### config.mk
export PLATFORM = sky130hd
export DESIGN_NAME = rxs_line_guard
export DESIGN_NICKNAME = d
export VERILOG_FILES = /design/src/rtl/rxs_pkg.sv /design/src/rtl/rxs_idle_sync.sv /design/src/rtl/rxs_break_watch.sv /design/src/rtl/rxs_break_flag.sv /design/src/rtl/rxs_line_guard.sv
export SDC_FILE = /design/constraint.sdc
export NUM_CORES = 1
export LEC_CHECK = 0
export ABC_AREA = 0
export CAP_MARGIN = 20
export CORE_MARGIN = 10
export CORE_UTILIZATION = 38
export CTS_CLUSTER_DIAMETER = 60
export DETAILED_ROUTE_END_ITERATION = 8
export DONT_BUFFER_PORTS = 1
export REMOVE_ABC_BUFFERS = 1
export SYNTH_ARGS = -nofsm -noshare
export SYNTH_HDL_FRONTEND = slang
export SYNTH_SLANG_ARGS = --single-unit
### constraint.sdc
create_clock -name clk -period 2.95 [get_ports clk]
set_clock_uncertainty 0.2 [all_clocks]
set_input_delay 0.4425 -clock clk [delete_from_list [all_inputs] [get_ports clk]]
set_output_delay 0.4425 -clock clk [all_outputs]
set_load 0.05 [all_outputs]
### src/rtl/rxs_pkg.sv
package rxs_pkg;

    typedef enum logic [1:0] {
        BW_IDLE  = 2'd0,
        BW_ARMED = 2'd1,
        BW_DONE  = 2'd2
    } bw_state_e;

    typedef struct packed {
        logic sys;
        logic sw;
        logic mod;
        logic pdn;
        logic gpio;
    } rst_src_t;

    typedef struct packed {
        logic wr;
        logic wdata;
        logic vec_rd;
    } clr_req_t;

    // Sources that put the receiver back into the idle-resync state
    function automatic logic idle_force(input rst_src_t s);
        return s.sys | s.sw | s.pdn | s.gpio;
    endfunction

    // Sources that wipe break detection state and the sticky flag
    function automatic logic brk_reset(input rst_src_t s);
        return s.sys | s.sw | s.mod;
    endfunction

    // Software-initiated clear of the break flag
    function automatic logic sw_clear(input clr_req_t c);
        return (c.wr & c.wdata) | c.vec_rd;
    endfunction

endpackage

### src/rtl/rxs_idle_sync.sv
module rxs_idle_sync #(
    parameter int IDLE_BITS = 11
) (
    input  logic clk,
    input  logic force_idle,
    input  logic bit_tick,
    input  logic rx_level,
    output logic idle_flag,
    output logic rx_enable
);
    localparam int CW = $clog2(IDLE_BITS + 1);
    localparam logic [CW-1:0] LAST = CW'(IDLE_BITS - 1);

    logic [CW-1:0] run_cnt;
    logic          waiting;

    always_ff @(posedge clk) begin
        if (force_idle) begin
            waiting <= 1'b1;
            run_cnt <= '0;
        end else if (waiting) begin
            if (!rx_level) begin
                run_cnt <= '0;
            end else if (bit_tick) begin
                if (run_cnt == LAST) begin
                    waiting <= 1'b0;
                    run_cnt <= '0;
                end else begin
                    run_cnt <= run_cnt + 1'b1;
                end
            end
        end
    end

    assign idle_flag = waiting;
    assign rx_enable = ~waiting;

    // every idle source forces the waiting state
    assert_force_idle_R1: assert property (@(posedge clk)
        force_idle |=> waiting);

    // counter never passes its terminal value
    assert_cnt_bound_R3: assert property (@(posedge clk) disable iff (force_idle)
        run_cnt < CW'(IDLE_BITS));

    // leaving the idle state needs a high-line tick
    assert_exit_on_tick_R3: assert property (@(posedge clk) disable iff (force_idle)
        $fell(waiting) |-> $past(bit_tick && rx_level));

    // a low line leaves the count at zero
    assert_low_restart_R4: assert property (@(posedge clk) disable iff (force_idle)
        (waiting && !rx_level) |=> (run_cnt == '0));

endmodule

### src/rtl/rxs_break_watch.sv
module rxs_break_watch
    import rxs_pkg::*;
#(
    parameter int BREAK_BITS = 10
) (
    input  logic clk,
    input  logic clr_state,
    input  logic bit_tick,
    input  logic rx_level,
    input  logic frame_err,
    output logic brk_set
);
    localparam int CW = $clog2(BREAK_BITS + 1);
    localparam logic [CW-1:0] LAST = CW'(BREAK_BITS - 1);

    bw_state_e     state;
    logic [CW-1:0] low_cnt;

    always_comb begin
        brk_set = (state == BW_ARMED) && !rx_level && bit_tick &&
                  !frame_err && !clr_state && (low_cnt == LAST);
    end

    always_ff @(posedge clk) begin
        if (clr_state) begin
            state   <= BW_IDLE;
            low_cnt <= '0;
        end else if (frame_err) begin
            state   <= BW_ARMED;
            low_cnt <= '0;
        end else begin
            unique case (state)
                BW_ARMED: begin
                    if (rx_level) begin
                        state   <= BW_IDLE;
                        low_cnt <= '0;
                    end else if (bit_tick) begin
                        if (low_cnt == LAST) begin
                            state   <= BW_DONE;
                            low_cnt <= '0;
                        end else begin
                            low_cnt <= low_cnt + 1'b1;
                        end
                    end
                end
                BW_DONE: begin
                    if (rx_level) state <= BW_IDLE;
                end
                default: begin
                    state   <= BW_IDLE;
                    low_cnt <= '0;
                end
            endcase
        end
    end

    // cycles without a tick leave the low-run count unchanged
    assert_tick_only_R7: assert property (@(posedge clk) disable iff (clr_state)
        (state == BW_ARMED && !bit_tick && !frame_err && !rx_level) |=> (low_cnt == $past(low_cnt)));

    // a high line abandons an armed run
    assert_abandon_R6: assert property (@(posedge clk) disable iff (clr_state)
        (state == BW_ARMED && rx_level && !frame_err) |=> (state == BW_IDLE));

    // a detected break parks the tracker until the line rises
    assert_done_after_set_R5: assert property (@(posedge clk) disable iff (clr_state)
        brk_set |=> (state == BW_DONE));

endmodule

### src/rtl/rxs_break_flag.sv
module rxs_break_flag
    import rxs_pkg::*;
(
    input  logic     clk,
    input  logic     clr_state,
    input  logic     set_evt,
    input  clr_req_t clr_req,
    input  logic     irq_en,
    output logic     flag,
    output logic     irq
);
    logic sticky;
    logic sw_clr;

    assign sw_clr = sw_clear(clr_req);

    always_ff @(posedge clk) begin
        if (clr_state)    sticky <= 1'b0;
        else if (set_evt) sticky <= 1'b1;
        else if (sw_clr)  sticky <= 1'b0;
    end

    assign flag = sticky;
    assign irq  = sticky & irq_en;

    // flag holds without a clear request
    assert_sticky_R8: assert property (@(posedge clk) disable iff (clr_state)
        (sticky && !clr_req.vec_rd && !(clr_req.wr && clr_req.wdata)) |=> sticky);

    // a set event lands even with a clear in the same cycle
    assert_set_wins_R11: assert property (@(posedge clk) disable iff (clr_state)
        set_evt |=> sticky);

    // clear request without a set empties the flag
    assert_sw_clear_R9: assert property (@(posedge clk) disable iff (clr_state)
        (sw_clr && !set_evt) |=> !sticky);

endmodule

### src/rtl/rxs_line_guard.sv
module rxs_line_guard
    import rxs_pkg::*;
#(
    parameter int IDLE_BITS  = 11,
    parameter int BREAK_BITS = 10
) (
    input  logic clk,
    input  logic rst,
    input  logic sw_rst,
    input  logic mod_rst,
    input  logic pwr_down,
    input  logic rx_gpio_sel,
    input  logic bit_tick,
    input  logic rx_level,
    input  logic frame_err,
    input  logic brk_ie,
    input  logic clr_wr,
    input  logic clr_wdata,
    input  logic vec_rd,
    output logic idle_flag,
    output logic rx_enable,
    output logic brk_flag,
    output logic err_irq
);
    rst_src_t src;
    clr_req_t clr;
    logic     force_idle;
    logic     brk_clr;
    logic     brk_set;

    always_comb begin
        src.sys    = rst;
        src.sw     = sw_rst;
        src.mod    = mod_rst;
        src.pdn    = pwr_down;
        src.gpio   = rx_gpio_sel;
        clr.wr     = clr_wr;
        clr.wdata  = clr_wdata;
        clr.vec_rd = vec_rd;
        force_idle = idle_force(src);
        brk_clr    = brk_reset(src);
    end

    rxs_idle_sync #(.IDLE_BITS(IDLE_BITS)) u_idle (
        .clk        (clk),
        .force_idle (force_idle),
        .bit_tick   (bit_tick),
        .rx_level   (rx_level),
        .idle_flag  (idle_flag),
        .rx_enable  (rx_enable)
    );

    rxs_break_watch #(.BREAK_BITS(BREAK_BITS)) u_watch (
        .clk       (clk),
        .clr_state (brk_clr),
        .bit_tick  (bit_tick),
        .rx_level  (rx_level),
        .frame_err (frame_err),
        .brk_set   (brk_set)
    );

    rxs_break_flag u_flag (
        .clk       (clk),
        .clr_state (brk_clr),
        .set_evt   (brk_set),
        .clr_req   (clr),
        .irq_en    (brk_ie),
        .flag      (brk_flag),
        .irq       (err_irq)
    );

    // reception opens only on a high-line tick
    assert_enable_rise_R2: assert property (@(posedge clk) disable iff (rst)
        $rose(rx_enable) |-> $past(bit_tick && rx_level));

    // a break is only raised on a low-line tick
    assert_break_on_low_tick_R5: assert property (@(posedge clk) disable iff (rst)
        $rose(brk_flag) |-> $past(bit_tick && !rx_level));

    // reset sources leave the break flag cleared
    assert_reset_clears_R10: assert property (@(posedge clk) disable iff (rst)
        (sw_rst || mod_rst) |=> !brk_flag);

    // request falls together with the flag
    assert_irq_drop_R12: assert property (@(posedge clk) disable iff (rst)
        $fell(brk_flag) |-> !err_irq);

endmodule

==> results.sh, run 1 <==
export IMPL_status="complete, no violations"
export IMPL_pin_count=17
export IMPL_synth_seq_cells=12
export IMPL_finalHoldViolCount=0
export IMPL_cpMaxStageDelayCell="dfxtp_1"
export IMPL_routed_wirelength_um=1440
export IMPL_die_h_um=62.25
export IMPL_syn2layout_area_growth_pct=9.410
export IMPL_gp_congestion=0.7256
export IMPL_grt_overflow=0
export IMPL_place_hpwl_um=1154
export IMPL_path_cells="and2_1"
export IMPL_cp_top_family="flip-flops"
export IMPL_final_cell_mix="dfxtp_1, or4_1, a211oi_1"
export IMPL_start_kind="flip-flop"
export IMPL_ys_async_sr_fraction=0
export IMPL_cts_tree="yes"
export IMPL_timing_setup_tns_ns=0
export IMPL_vdd_drop_max_mv=0.2580
export IMPL_hold_buffers=0
export IMPL_grt_antenna_before_repair=0
export IMPL_period_share=0.7109
export IMPL_yosys_warnings=0
export IMPL_post_cts_resized=0
export IMPL_cp_required_ns=2.31
export IMPL_grt_pass1_wl_um=2428
export IMPL_portBuffers=0
export IMPL_post_route_drc_count=0
export IMPL_nets=96
export IMPL_num_rows=15
export IMPL_p_leak_nw=0.2346
export IMPL_core_area_um2=1708
export IMPL_grt_total_usage=0.07484
export IMPL_worstPathMaxFanout=3
export IMPL_slew_violations=0
export IMPL_worstMarginPinSlew_ns=0.5499
export IMPL_slew_headroom=0.6329
export IMPL_cp_end_kind="output pin"
export IMPL_num_antenna_cells=0
export IMPL_vias=570
export IMPL_clock_sinks=12
export IMPL_dieWidth_um=62.25
export IMPL_critical_path_arrival_ns=1.45
export IMPL_ys_seq_area_frac=0.3542
export IMPL_cts_setup_buffers=0
export IMPL_postRouteAntennaNets=0
export IMPL_placed_cell_area_um2=705.7
export IMPL_critPathBufInv=0
export IMPL_period_needed_ns=2.097
export IMPL_rsz0062_at_grt="false"
export IMPL_fin_util=0.4344
export IMPL_nFillCells=165
export IMPL_path_clk_slew_ns=0.08
export IMPL_cts_inserted_buffers=3
export IMPL_stdcell_area_um2=742.0
export IMPL_path_class="reg2out"
export IMPL_clk_latency_ns=0.27
export IMPL_multi_input_area_um2=404.1
export IMPL_wl_per_cell_um=13.98
export IMPL_fmax_mhz=476.8
export IMPL_synthDistinctLibCells=29
export IMPL_drtIter0Drc=12
export IMPL_viasPerCell=5.534
export IMPL_synth_edff_count=0
export IMPL_initial_core_util=0.3971
export IMPL_hold_path_class="in2reg"
export IMPL_die_area_um2=3874
export IMPL_firstDrtPassIters=4
export IMPL_cts_root_buffer="clkbuf_4"
export IMPL_maxCapViolations=0
export IMPL_cpPeakStageDelay_ns=0.65
export IMPL_syn_area_per_cell_um2=9.164
export IMPL_grt_max_degree=11
export IMPL_seq_area_um2=240.2
export IMPL_grt_pass1_vias=560
export IMPL_synth_area_um2=678.2
export IMPL_postSynthCellCount=74
export IMPL_layout_commonest_cell="dfxtp_1"
export IMPL_drive_above_1_share=0.1154
export IMPL_clockBufferDepth=2
export IMPL_final_setup_viol_count=0
export IMPL_ys_flop_type="dfxtp_1"
export IMPL_power_density_nw_per_um2=410.9
export IMPL_cts_max_level=1
## area by class of cell
cell class                      instances  area share
Multi-Input combinational cell         55      0.5447
Sequential cell                        12      0.3238
Clock buffer                            4     0.04890
Tap cell                               25     0.04216
Inverter                                6     0.03035
Timing Repair Buffer                    1     0.01012
## state kept, by name (all words and copies together) (netlist names)
register,flops
u_idle.run_cnt,4
u_watch.low_cnt,4
u_watch.state,2
u_flag.flag,1
u_idle.idle_flag,1
## cells by family (layout without fill, tap and decap cells)
| family | after synthesis | after routing | share of synthesized area |
|---|---|---|---|
| and+or+nand+nor | 28 | 28 | 0.2934 |
| AOI/OAI and AO/OA | 23 | 23 | 0.2288 |
| DFF | 12 | 12 | 0.3542 |
| buffers and inverters | 7 | 11 | 0.04981 |
| adders and majority gates | 4 | 4 | 0.07380 |
## final timing paths
check | startpoint | endpoint | slack (ns) | cells after the start
worst max register to register | u_idle.idle_flag | u_idle.run_cnt[3] | 0.90 | 4
worst min-delay path | rx_level | u_watch.state[1] | 0.04 | 1
worst max-delay path | u_flag.flag | err_irq | 0.85 | 1
worst min register to register | u_idle.run_cnt[3] | u_idle.run_cnt[3] | 0.30 | 2
## stage by stage
stage	total power, mW	std cells	setup slack (ns)	hold slack, ns
floorplan	0.1744	73	0.5934	0.2607
global placement	0.1762	99	0.9434	0.2806
detailed placement	0.1764	99	0.8826	0.2958
CTS	0.3087	103	0.8308	0.02953
global route	0.3167	103	0.7678	0.03076
finish	0.3049	103	0.8528	0.03680
## layer usage
layer	share of wire	routed length (um)	vias to the layer above	global-route usage
met4	0	0	0	0.01714
met1	0.41	595	267	0.06946
met5	0	0	-	0
met2	0.53	767	7	0.1359
li1	-	-	296	-
met3	0.054	78	0	0.04480
## Yosys cell counts (2+ instances only)
library cell,n,area [um^2]
dfxtp_1,12,240.2
nand2_1,3,11.26
a211oi_1,6,45.04
nand3b_1,3,22.52
o21ai_0,5,25.02
ha_1,4,50.05
nor2b_1,2,12.51
or4_1,6,45.04
o31ai_1,4,30.03
inv_1,5,18.77
nand3_1,2,10.01
a21oi_1,5,25.02
## where the power goes
group / leakage (nW) / internal (mW) / total, mW / switching (mW)
sequential: 0.0968 / 0.162 / 0.163 / 0.000615
combinational: 0.117 / 0.00404 / 0.00944 / 0.00540
clock: 0.0210 / 0.0750 / 0.132 / 0.0574
total: 0.235 / 0.242 / 0.305 / 0.0634
Note: power is estimated with default switching activity, not from simulation.
==> run 2, diff against run 1 <==
==> constraint.sdc (replaced) <==
create_clock -name clk -period 2.1 [get_ports clk]
set_clock_uncertainty 0.2 [all_clocks]
set_input_delay 0.315 -clock clk [delete_from_list [all_inputs] [get_ports clk]]
set_output_delay 0.315 -clock clk [all_outputs]
set_load 0.05 [all_outputs]
==> run 2 against run 1 <==
Net effect: sequential cell count did not move; die area did not move; via count rose by 8.8%; clock power up 46%; critical path depth rose by 5; combinational power is 140% higher; cell count rose by 7.8%; worst setup slack worse by 0.65 ns; clock-buffer cell count unchanged; first-iteration DRC count up 58%; cell area grew 11%.
==> results.sh, run 2 (synthesis results as in run 1) <==
export IMPL_worstPathMaxFanout=4
export IMPL_vias=620
export IMPL_fmax_mhz=526.4
export IMPL_initial_core_util=0.3971
export IMPL_grt_antenna_before_repair=0
export IMPL_ff2ff_path_depth=6
export IMPL_dp_cells=101
export IMPL_comb_power_share=0.050
export IMPL_routed_wirelength_um=1710
export IMPL_cts_root_buffer="clkbuf_4"
export IMPL_reg_top3="u_idle.run_cnt x4, u_watch.low_cnt x4, u_watch.state x2"
export IMPL_grt_max_degree=10
export IMPL_hold_path_cell_count=3
export IMPL_portBuffers=0
export IMPL_critical_path_arrival_ns=1.93
export IMPL_layout_commonest_cell="dfxtp_1"
export IMPL_dieWidth_um=62.25
export IMPL_clock_sinks=12
export IMPL_intPower_uw=346.5
export IMPL_num_antenna_cells=0
export IMPL_clk_latency_ns=0.28
export IMPL_grt_overflow=0
export IMPL_slew_violations=0
export IMPL_met3_usage=0.04301
export IMPL_grt_busiest_layer="met2"
export IMPL_power_density_nw_per_um2=540.8
export IMPL_switching_share=0.2205
export IMPL_viasPerCell=5.586
export IMPL_drtIter0Drc=19
export IMPL_hold_path_class="in2reg"
export IMPL_use_met2=0.1667
export IMPL_p_leak_nw=0.2741
export IMPL_setup_ws_ns=0.2003
export IMPL_period_share=0.9046
export IMPL_nets=104
export IMPL_grtUsageMet1=0.08980
export IMPL_place_hpwl_um=1180
export IMPL_core_area_um2=1708
export IMPL_multi_input_area_um2=409.1
export IMPL_path_class="reg2reg"
export IMPL_placed_cell_area_um2=720.7
export IMPL_post_route_drc_count=0
export IMPL_fin_cells=111
export IMPL_postRouteAntennaNets=0
export IMPL_syn2layout_area_growth_pct=21.22
export IMPL_maxCapViolations=0
export IMPL_die_area_um2=3874
export IMPL_cpMaxStageDelayCell="dlygate4sd3_1"
export IMPL_worstMarginPinSlew_ns=0.5517
export IMPL_pin_count=17
export IMPL_cts_max_level=1
export IMPL_final_setup_viol_count=0
export IMPL_path_clk_slew_ns=0.08
export IMPL_cp_required_ns=2.13
export IMPL_seq_area_um2=240.2
export IMPL_slew_headroom=0.6312
export IMPL_status="complete, no violations"
export IMPL_finalHoldViolCount=0
export IMPL_cts_tree="yes"
export IMPL_grt_pass1_wl_um=2939
export IMPL_cts_inserted_buffers=3
export IMPL_sequentialPowerShare=0.515
export IMPL_grt_pass1_vias=622
export IMPL_die_h_um=62.25
export IMPL_wl_per_cell_um=15.41
export IMPL_rsz0062_at_grt="false"
export IMPL_period_needed_ns=1.900
export IMPL_stdcell_area_um2=822.0
export IMPL_nFillCells=159
export IMPL_cpPeakStageDelay_ns=0.60
export IMPL_firstDrtPassIters=4
export IMPL_clockBufferDepth=2
export IMPL_drive_above_1_share=0.1395
export IMPL_hold_worst_slack_ns=0.04138
export IMPL_start_kind="flip-flop"
export IMPL_num_rows=15
export IMPL_gp_congestion=0.7224
export IMPL_netSwitchingPower_uw=98.04
export IMPL_vdd_drop_max_mv=0.2989
export IMPL_final_cell_mix="dfxtp_1, or4_1, a211oi_1, dlygate4sd3_1"
export IMPL_clkPwrFrac=0.434
export IMPL_grt_total_usage=0.09270
export IMPL_place_ws_ns=0.4547
export IMPL_cts_setup_buffers=0
export IMPL_cp_end_kind="flip-flop"
export IMPL_path_cells="inv_1, ha_1, nand4b_1, a21oi_1, nor4_1, dlygate4sd3_1"
==> run 2: cell type report <==
type | instances | share of cell area
Clock buffer | 4 | 0.04414
Inverter | 6 | 0.02740
Multi-Input combinational cell | 55 | 0.4977
Sequential cell | 12 | 0.2922
Tap cell | 25 | 0.03805
Timing Repair Buffer | 9 | 0.1005
==> run 2: through the flow <==
stage	power, mW	utilization	setup TNS [ns]
floorplan	0.2449	-	-0.7656
global placement	0.2476	0.4220	0
detailed placement	0.2476	0.4220	0
CTS	0.4555	0.4784	0
global route	0.4644	0.4813	0
finish	0.4446	0.4813	0
==> run 2: metal layers <==
layer | share of wire | vias up
li1 | - | 317
met1 | 0.40 | 288
met2 | 0.54 | 11
met3 | 0.047 | 4
met4 | 0.012 | 0
met5 | 0 | -
==> run 2: power groups by stage <==
stage | Combinational [mW] | Clock [mW] | Sequential, mW
6_report | 0.0223 | 0.193 | 0.229
3_5_place_dp | 0.0130 | 0 | 0.235
4_1_cts | 0.0216 | 0.205 | 0.229
2_1_floorplan | 0.0107 | 0 | 0.234
5_1_grt | 0.0246 | 0.210 | 0.229
3_3_place_gp | 0.0132 | 0 | 0.234
==> run 2: worst paths after layout <==
| kind | startpoint | to | slack, ns |
|---|---|---|---|
| setup reg to reg | u_watch.low_cnt[1] | u_watch.state[0] | 0.20 |
| hold reg to reg | u_idle.run_cnt[3] | u_idle.run_cnt[3] | 0.31 |
| setup / recovery | u_watch.low_cnt[1] | u_watch.state[0] | 0.20 |
| hold / removal | rx_level | u_idle.idle_flag | 0.04 |
==> run 2: worst max-delay path, delay by kind of cell (launching register included) <==
kind	cells	cell delay (ns)
AND/OR/NAND/NOR	2	0.32
flip-flops	1	0.37
AO/OA/AOI/OAI	1	0.08
buffers and inverters	2	0.66
adder cells (fa/ha/maj)	1	0.21
==> run 2: timing repair <==
action | CTS | global route
endpoints found under the hold margin | 4 | 0
gates resized for setup | 0 | 1
setup endpoints to repair | 0 | 1
hold buffers | 6 | 0
